===== src/rtl/dpd_pkg.sv =====
`timescale 1ns/1ps
package dpd_pkg;
  localparam int unsigned WORD_W = 32;

  // field positions inside a domain word
  localparam int unsigned P_PRESENT = 0;
  localparam int unsigned P_WROK    = 1;
  localparam int unsigned P_CLKON   = 2;
  localparam int unsigned P_FORCE   = 3;
  localparam int unsigned P_PWRD    = 5;
  localparam int unsigned P_PDWANT  = 7;
  localparam int unsigned P_HALT    = 10;
  localparam int unsigned P_MODE_LO = 14;
  localparam int unsigned P_MODE_HI = 16;
  localparam int unsigned P_REL     = 17;
  localparam int unsigned P_DBGPWR  = 19;
  localparam int unsigned P_LOSS    = 21;
  localparam int unsigned P_OCC     = 22;

  typedef enum logic [2:0] {
    MODE_RUN   = 3'b000,
    MODE_HOLD  = 3'b001,
    MODE_BLOCK = 3'b010,
    MODE_REQ   = 3'b100
  } rst_mode_e;

  typedef struct packed {
    logic present;
    logic wr_ok;
    logic clk_on;
    logic powered;
    logic pd_want;
    logic halted;
    logic dbg_pwr;
    logic in_rst;
  } dom_status_t;
endpackage


===== src/rtl/dpd_decode.sv =====
`timescale 1ns/1ps
module dpd_decode #(
  parameter int unsigned NUM_DOM  = 4,
  parameter int unsigned ADDR_W   = 12,
  parameter logic [ADDR_W-1:0] DOM_BASE = 12'h100,
  parameter logic [ADDR_W-1:0] ID_ADDR  = 12'h1FC
) (
  input  logic [ADDR_W-1:0]  addr,
  output logic [NUM_DOM-1:0] dom_hit,
  output logic               id_hit
);
  localparam int unsigned STRIDE = 4;

  for (genvar i = 0; i < NUM_DOM; i++) begin : g_hit
    localparam logic [ADDR_W-1:0] OFS = ADDR_W'(DOM_BASE + STRIDE * i);
    assign dom_hit[i] = (addr == OFS);
  end

  assign id_hit = (addr == ID_ADDR);
endmodule


===== src/rtl/dpd_domain.sv =====
`timescale 1ns/1ps
module dpd_domain
  import dpd_pkg::*;
#(
  parameter bit EXT_EN = 1'b0
) (
  input  logic              clk,
  input  logic              rst,
  input  logic              we,
  input  logic [WORD_W-1:0] wdata,
  input  dom_status_t       st,
  input  logic              ev_rst,
  input  logic              ev_loss,
  output logic [WORD_W-1:0] rd_word,
  output logic              hold_o,
  output logic              block_o,
  output logic              req_o,
  output logic              rel_o,
  output logic              force_o
);
  logic       occ_q, loss_q, force_q, req_q, hold_q, block_q, rel_q;
  logic [2:0] mode_q, mode_nxt;
  logic       req_nxt, ctl_we;

  assign ctl_we = we & st.wr_ok;

  always_comb begin
    mode_nxt = mode_q;
    req_nxt  = 1'b0;
    if (ctl_we) begin
      if (wdata[P_MODE_HI:P_MODE_LO] == MODE_REQ) begin
        mode_nxt = MODE_RUN;
        req_nxt  = 1'b1;
      end else begin
        mode_nxt = wdata[P_MODE_HI:P_MODE_LO];
      end
    end
  end

  always_ff @(posedge clk) begin
    if (rst) begin
      occ_q   <= 1'b0;
      loss_q  <= 1'b0;
      force_q <= 1'b0;
      mode_q  <= MODE_RUN;
      req_q   <= 1'b0;
      hold_q  <= 1'b0;
      block_q <= 1'b0;
    end else begin
      occ_q   <= ev_rst  | (occ_q  & ~(we & wdata[P_OCC]));
      loss_q  <= ev_loss | (loss_q & ~(we & wdata[P_LOSS]));
      if (ctl_we) force_q <= wdata[P_FORCE];
      mode_q  <= mode_nxt;
      req_q   <= req_nxt;
      hold_q  <= (mode_nxt == MODE_HOLD);
      block_q <= (mode_nxt == MODE_BLOCK);
    end
  end

  if (EXT_EN) begin : g_ext
    always_ff @(posedge clk) begin
      if (rst) rel_q <= 1'b0;
      else     rel_q <= ctl_we & wdata[P_REL];
    end

    rel_cause_chk: assert property (@(posedge clk) disable iff (rst)
      rel_q |-> $past(we && st.wr_ok && wdata[P_REL]));
  end else begin : g_noext
    assign rel_q = 1'b0;
  end

  always_comb begin
    rd_word = '0;
    rd_word[P_PRESENT]           = st.present;
    rd_word[P_WROK]              = st.wr_ok;
    rd_word[P_CLKON]             = st.clk_on;
    rd_word[P_FORCE]             = force_q;
    rd_word[P_PWRD]              = st.powered;
    rd_word[P_PDWANT]            = st.pd_want;
    rd_word[P_HALT]              = st.halted;
    rd_word[P_MODE_HI:P_MODE_LO] = mode_q;
    rd_word[P_REL]               = st.in_rst;
    rd_word[P_DBGPWR]            = st.dbg_pwr;
    rd_word[P_LOSS]              = loss_q;
    rd_word[P_OCC]               = occ_q;
  end

  assign hold_o  = hold_q;
  assign block_o = block_q;
  assign req_o   = req_q;
  assign rel_o   = rel_q;
  assign force_o = force_q;


  occ_set_chk: assert property (@(posedge clk) disable iff (rst)
    ev_rst |=> occ_q);

  loss_set_chk: assert property (@(posedge clk) disable iff (rst)
    ev_loss |=> loss_q);

  mode_excl_chk: assert property (@(posedge clk) disable iff (rst)
    !(hold_q && block_q));

  req_cause_chk: assert property (@(posedge clk) disable iff (rst)
    req_q |-> ($past(ctl_we && wdata[P_MODE_HI:P_MODE_LO] == 3'b100) && mode_q == 3'b000));

  gate_chk: assert property (@(posedge clk) disable iff (rst)
    (we && !st.wr_ok) |=> ($stable(force_q) && $stable(mode_q) && !req_q));
endmodule


===== src/rtl/dpd_readmux.sv =====
`timescale 1ns/1ps
module dpd_readmux
  import dpd_pkg::*;
#(
  parameter int unsigned NUM_DOM = 4,
  parameter logic [WORD_W-1:0] ID_VALUE = 32'h3B00_0021
) (
  input  logic                            clk,
  input  logic                            rst,
  input  logic                            rd_en,
  input  logic [NUM_DOM-1:0]              dom_hit,
  input  logic                            id_hit,
  input  logic [NUM_DOM-1:0][WORD_W-1:0]  dom_words,
  output logic [WORD_W-1:0]               rdata
);
  logic [WORD_W-1:0] sel_word, rdata_q;

  always_comb begin
    sel_word = '0;
    for (int i = 0; i < NUM_DOM; i++)
      if (dom_hit[i]) sel_word = dom_words[i];
    if (id_hit) sel_word = ID_VALUE;
  end

  always_ff @(posedge clk) begin
    if (rst)        rdata_q <= '0;
    else if (rd_en) rdata_q <= sel_word;
  end

  assign rdata = rdata_q;


  miss_zero_chk: assert property (@(posedge clk) disable iff (rst)
    (rd_en && !(|dom_hit) && !id_hit) |=> (rdata_q == '0));

  id_read_chk: assert property (@(posedge clk) disable iff (rst)
    (rd_en && id_hit) |=> (rdata_q == ID_VALUE));
endmodule


===== src/rtl/dbg_pwrdom_ctl.sv =====
`timescale 1ns/1ps
module dbg_pwrdom_ctl
  import dpd_pkg::*;
#(
  parameter int unsigned NUM_DOM  = 4,
  parameter int unsigned ADDR_W   = 12,
  parameter logic [ADDR_W-1:0] DOM_BASE = 12'h100,
  parameter logic [ADDR_W-1:0] ID_ADDR  = 12'h1FC,
  parameter logic [31:0]       ID_VALUE = 32'h3B00_0021,
  parameter logic [NUM_DOM-1:0] EXT_MASK = 4'b1001
) (
  input  logic               clk,
  input  logic               rst,
  input  logic               reg_sel,
  input  logic               reg_wr,
  input  logic [ADDR_W-1:0]  reg_addr,
  input  logic [31:0]        reg_wdata,
  output logic [31:0]        reg_rdata,
  input  logic [NUM_DOM-1:0] st_present,
  input  logic [NUM_DOM-1:0] st_wr_ok,
  input  logic [NUM_DOM-1:0] st_clk_on,
  input  logic [NUM_DOM-1:0] st_powered,
  input  logic [NUM_DOM-1:0] st_pd_want,
  input  logic [NUM_DOM-1:0] st_halted,
  input  logic [NUM_DOM-1:0] st_dbg_pwr,
  input  logic [NUM_DOM-1:0] st_in_rst,
  input  logic [NUM_DOM-1:0] ev_core_rst,
  input  logic [NUM_DOM-1:0] ev_pwr_loss,
  output logic [NUM_DOM-1:0] hold_rst,
  output logic [NUM_DOM-1:0] block_rst,
  output logic [NUM_DOM-1:0] rst_req,
  output logic [NUM_DOM-1:0] ext_release,
  output logic [NUM_DOM-1:0] force_active
);
  logic [NUM_DOM-1:0]             dom_hit;
  logic                           id_hit;
  logic [NUM_DOM-1:0][WORD_W-1:0] dom_words;
  logic                           wr_en, rd_en;

  assign wr_en = reg_sel &  reg_wr;
  assign rd_en = reg_sel & ~reg_wr;

  dpd_decode #(
    .NUM_DOM(NUM_DOM), .ADDR_W(ADDR_W), .DOM_BASE(DOM_BASE), .ID_ADDR(ID_ADDR)
  ) u_dec (
    .addr(reg_addr), .dom_hit(dom_hit), .id_hit(id_hit)
  );

  for (genvar i = 0; i < NUM_DOM; i++) begin : g_dom
    dom_status_t st;
    assign st = '{present: st_present[i], wr_ok: st_wr_ok[i], clk_on: st_clk_on[i],
                  powered: st_powered[i], pd_want: st_pd_want[i], halted: st_halted[i],
                  dbg_pwr: st_dbg_pwr[i], in_rst: st_in_rst[i]};
    dpd_domain #(.EXT_EN(EXT_MASK[i])) u_dom (
      .clk(clk), .rst(rst),
      .we(wr_en & dom_hit[i]), .wdata(reg_wdata), .st(st),
      .ev_rst(ev_core_rst[i]), .ev_loss(ev_pwr_loss[i]),
      .rd_word(dom_words[i]),
      .hold_o(hold_rst[i]), .block_o(block_rst[i]), .req_o(rst_req[i]),
      .rel_o(ext_release[i]), .force_o(force_active[i])
    );
  end

  dpd_readmux #(.NUM_DOM(NUM_DOM), .ID_VALUE(ID_VALUE)) u_rd (
    .clk(clk), .rst(rst), .rd_en(rd_en), .dom_hit(dom_hit), .id_hit(id_hit),
    .dom_words(dom_words), .rdata(reg_rdata)
  );


  reset_quiet_chk: assert property (@(posedge clk)
    rst |=> (hold_rst == '0 && block_rst == '0 && rst_req == '0 &&
             ext_release == '0 && force_active == '0 && reg_rdata == '0));

  miss_nowrite_chk: assert property (@(posedge clk) disable iff (rst)
    (wr_en && !(|dom_hit)) |=> ($stable(force_active) && $stable(hold_rst) &&
                                $stable(block_rst) && rst_req == '0 && ext_release == '0));
endmodule


===== config.mk =====
export PLATFORM = sky130hd
export DESIGN_NAME = dbg_pwrdom_ctl
export DESIGN_NICKNAME = d
export VERILOG_FILES = /design/src/rtl/dpd_pkg.sv /design/src/rtl/dpd_decode.sv /design/src/rtl/dpd_domain.sv /design/src/rtl/dpd_readmux.sv /design/src/rtl/dbg_pwrdom_ctl.sv
export SDC_FILE = /design/constraint.sdc
export NUM_CORES = 1
export LEC_CHECK = 0
export BUFFER_PORTS_ARGS = -buffer_cell sky130_fd_sc_hd__buf_4
export CAP_MARGIN = 0
export CORE_ASPECT_RATIO = 0.6
export CORE_MARGIN = 5
export CORE_UTILIZATION = 48
export DETAILED_ROUTE_END_ITERATION = 8
export PLACE_DENSITY = 0.83
export SLEW_MARGIN = 10
export SYNTH_ARGS = -nofsm -noshare
export SYNTH_HDL_FRONTEND = slang
export SYNTH_HIERARCHICAL = 1
export SYNTH_SLANG_ARGS = --single-unit

===== constraint.sdc =====
create_clock -name clk -period 2.7 [get_ports clk]
set_input_delay 0.405 -clock clk [delete_from_list [all_inputs] [get_ports clk]]
set_output_delay 0.405 -clock clk [all_outputs]
set_load 0.02 [all_outputs]

==> flow_summary.ini <==
[power]
p_per_area_nw_per_um2 = 485
leakage_nw = 2.11
finalPower_mw = 2.58
ir_drop_mv = 0.354

[setup_path]
arrival_ns = 2.74
startpoint_type = primary input
worstPathMaxFanout = 16
reg2reg_slack_ns = 1.71
endpoint_kind = flop
crit_required_ns = 2.95
worstSetupPathType = in2reg

[die]
core_sq_um = 9320
io_pins = 140
rows = 27
start_util = 0.499
die_h_um = 86.2
die_w_um = 137
die_area_sq_um = 11800

[yosys]
synth_top_area_frac = 0.301
postSynthAreaPerCell_sq_um = 8.16
synth_seq_cells = 70
yosysUniqueCellTypes = 38
yosys-top-cells-area = dfxtp_1, buf_4, a211oi_1
synth_seq_area_share = 0.301
synth.largest_area_cell = dfxtp_1
syn_inst = 570
yosys_warnings = 6
synthesis.area_sq_um = 4650

[grt]
grt_max_degree = 68
track_usage = 0.205
grt_pass1_wl_mm = 19.3
grt_pass1_vias = 3987
grt-ovfl-total = 0
grt_antenna_before_repair = 0

[placed_design]
post-place-cells = 745
place_hpwl_mm = 8.41
io_buffers = 112
gp_congestion = 0.856

[final_layout]
nNetsFinal = 714
layout_commonest_cell = buf_4
synthToLayoutAreaGrowth_pct = 14.3
diodes = 0
most-common-layout-cells = buf_4, conb_1, a21oi_1, dfxtp_1, a211oi_1
layout.cells.non_filler = 761
drive_gt1_frac = 0.261

[routing]
wirelength_mm = 11.9
drc = 0
avgRoutedWirePerCell_um = 15.6
drt_first_iter_violations = 279
drtPass1Iterations = 4
wl_met3_um = 931
detail_route.wirelength.met1_mm = 5.29
vias = 3982
detail-route-antenna-nets = 0
top_layer = met4
dr_wl_met2_mm = 5.53
viasPerCell = 5.23

[cts]
hold_buffers = 0
numCtsBuffers = 9
clock_path_buffers = 2
cts.repair.resized = 0
post_cts_buffers = 0
cts.sinks = 70
root_buffer = clkbuf_16
cts_tree = built
path_clk_slew_ns = 0.06
htreeDepth = 3
clk_latency_ns = 0.34

[status]
status = completed

[timing]
setup_viol = 0
slew_headroom = 0.148
min_period_ns = 2.49
fin_skew_ns = 0.00367
fmax_ghz = 0.402
hold_violations = 0
drv_slew = 0
rsz0062_at_grt = false
final.period_utilization = 0.922
max_slew.worst_pin.slew_ns = 1.27

[flow_run]
max_cap_viol_count = 0

[hold_path]
min_path_type = in2reg
==> registers in the layout, indices dropped and copies added, names as in the netlist <==
name	flops
u_rd/rdata	32
g_dom.u_dom/mode_q	12
g_dom.u_dom/block_o	4
g_dom.u_dom/force_o	4
g_dom.u_dom/hold_o	4
g_dom.u_dom/loss_q	4
g_dom.u_dom/occ_q	4
g_dom.u_dom/req_o	4
g_dom.u_dom/rel_o	2
==> routing by layer <==
| metal | track usage | up-vias |
|---|---|---|
| met3 | 0.0574 | 13 |
| met1 | 0.265 | 1904 |
| met5 | 0 | - |
| li1 | - | 1931 |
| met4 | 0.0562 | 0 |
| met2 | 0.336 | 134 |
==> logic make-up after synthesis <==
kind of cell	after synthesis	synth area share
compound gates	169	0.250
simple gates	165	0.204
buf+inv	162	0.241
flops	70	0.301
other cells	4	0.00323
==> report_power, final <==
part           total, mW  leakage [nW]  internal [mW]  switching [mW]
Combinational      0.220          1.38         0.0989           0.122
Clock               1.30         0.160          0.836           0.467
Sequential          1.06         0.567           1.05         0.00757
Total               2.58          2.11           1.98           0.596
==> area by class of cell <==
cell class / count / area (sq um)
well taps: 130 / 163
inverters: 9 / 33.8
clock inverters: 5 / 82.6
repair buffers: 128 / 961
multi-input cells: 408 / 2430
fillers: 866 / 4010
clock buffers: 11 / 243
flip-flops and latches: 70 / 1400
==> Yosys cell counts, drive strengths merged <==
| cell | instances |
|---|---|
| a211o | 4 |
| buf | 140 |
| or4b | 1 |
| nor4 | 4 |
| nor4b | 1 |
| nor2 | 22 |
| a21oi | 71 |
| a32oi | 1 |
| or2 | 1 |
| nor3 | 4 |
| inv | 9 |
| o2111a | 4 |
| or4 | 1 |
| dfxtp | 70 |
| and2 | 4 |
| nand3b | 25 |
| a221o | 7 |
| nand2b | 27 |
| a22oi | 24 |
| a211oi | 55 |
| conb | 4 |
| clkbuf | 13 |
| nand4 | 1 |
| and3 | 4 |
| o21ai | 1 |
| o2bb2ai | 1 |
| nor2b | 27 |
| a2111oi | 1 |
| nor3b | 3 |
| nand2 | 40 |
==> per-stage QoR <==
step	hold WS [ns]	cell area (sq um)	util	setup slack [ns]	TNS (ns)
3_5_place_dp	0.471	4990	0.535	-0.122	-0.938
4_1_cts	0.276	5320	0.570	0.233	0
5_1_grt	0.288	5320	0.570	0.114	0
3_3_place_gp	0.453	4990	0.535	-0.0365	-0.0945
6_report	0.283	5320	0.570	0.210	0
2_1_floorplan	0.451	4920	-	0.189	0
==> critical path: stages <==
cell and delay, ns:
buf_4 0.11, or4b_4 0.57, nor4b_2 0.35, nor3b_4 0.78, a22oi_1 0.26, a211oi_1 0.27
==> worst paths after layout <==
check	end	from	cells past startpoint
setup / recovery	u_rd/rdata[1]	reg_addr[1]	6
hold reg to reg	g_dom[3].u_dom/force_o	g_dom[3].u_dom/force_o	2
setup reg to reg	u_rd/rdata[14]	u_rd/rdata[14]	3
hold / removal	g_dom[1].u_dom/loss_q	ev_pwr_loss[1]	3
No activity file was read; power rests on OpenSTA's default activity.
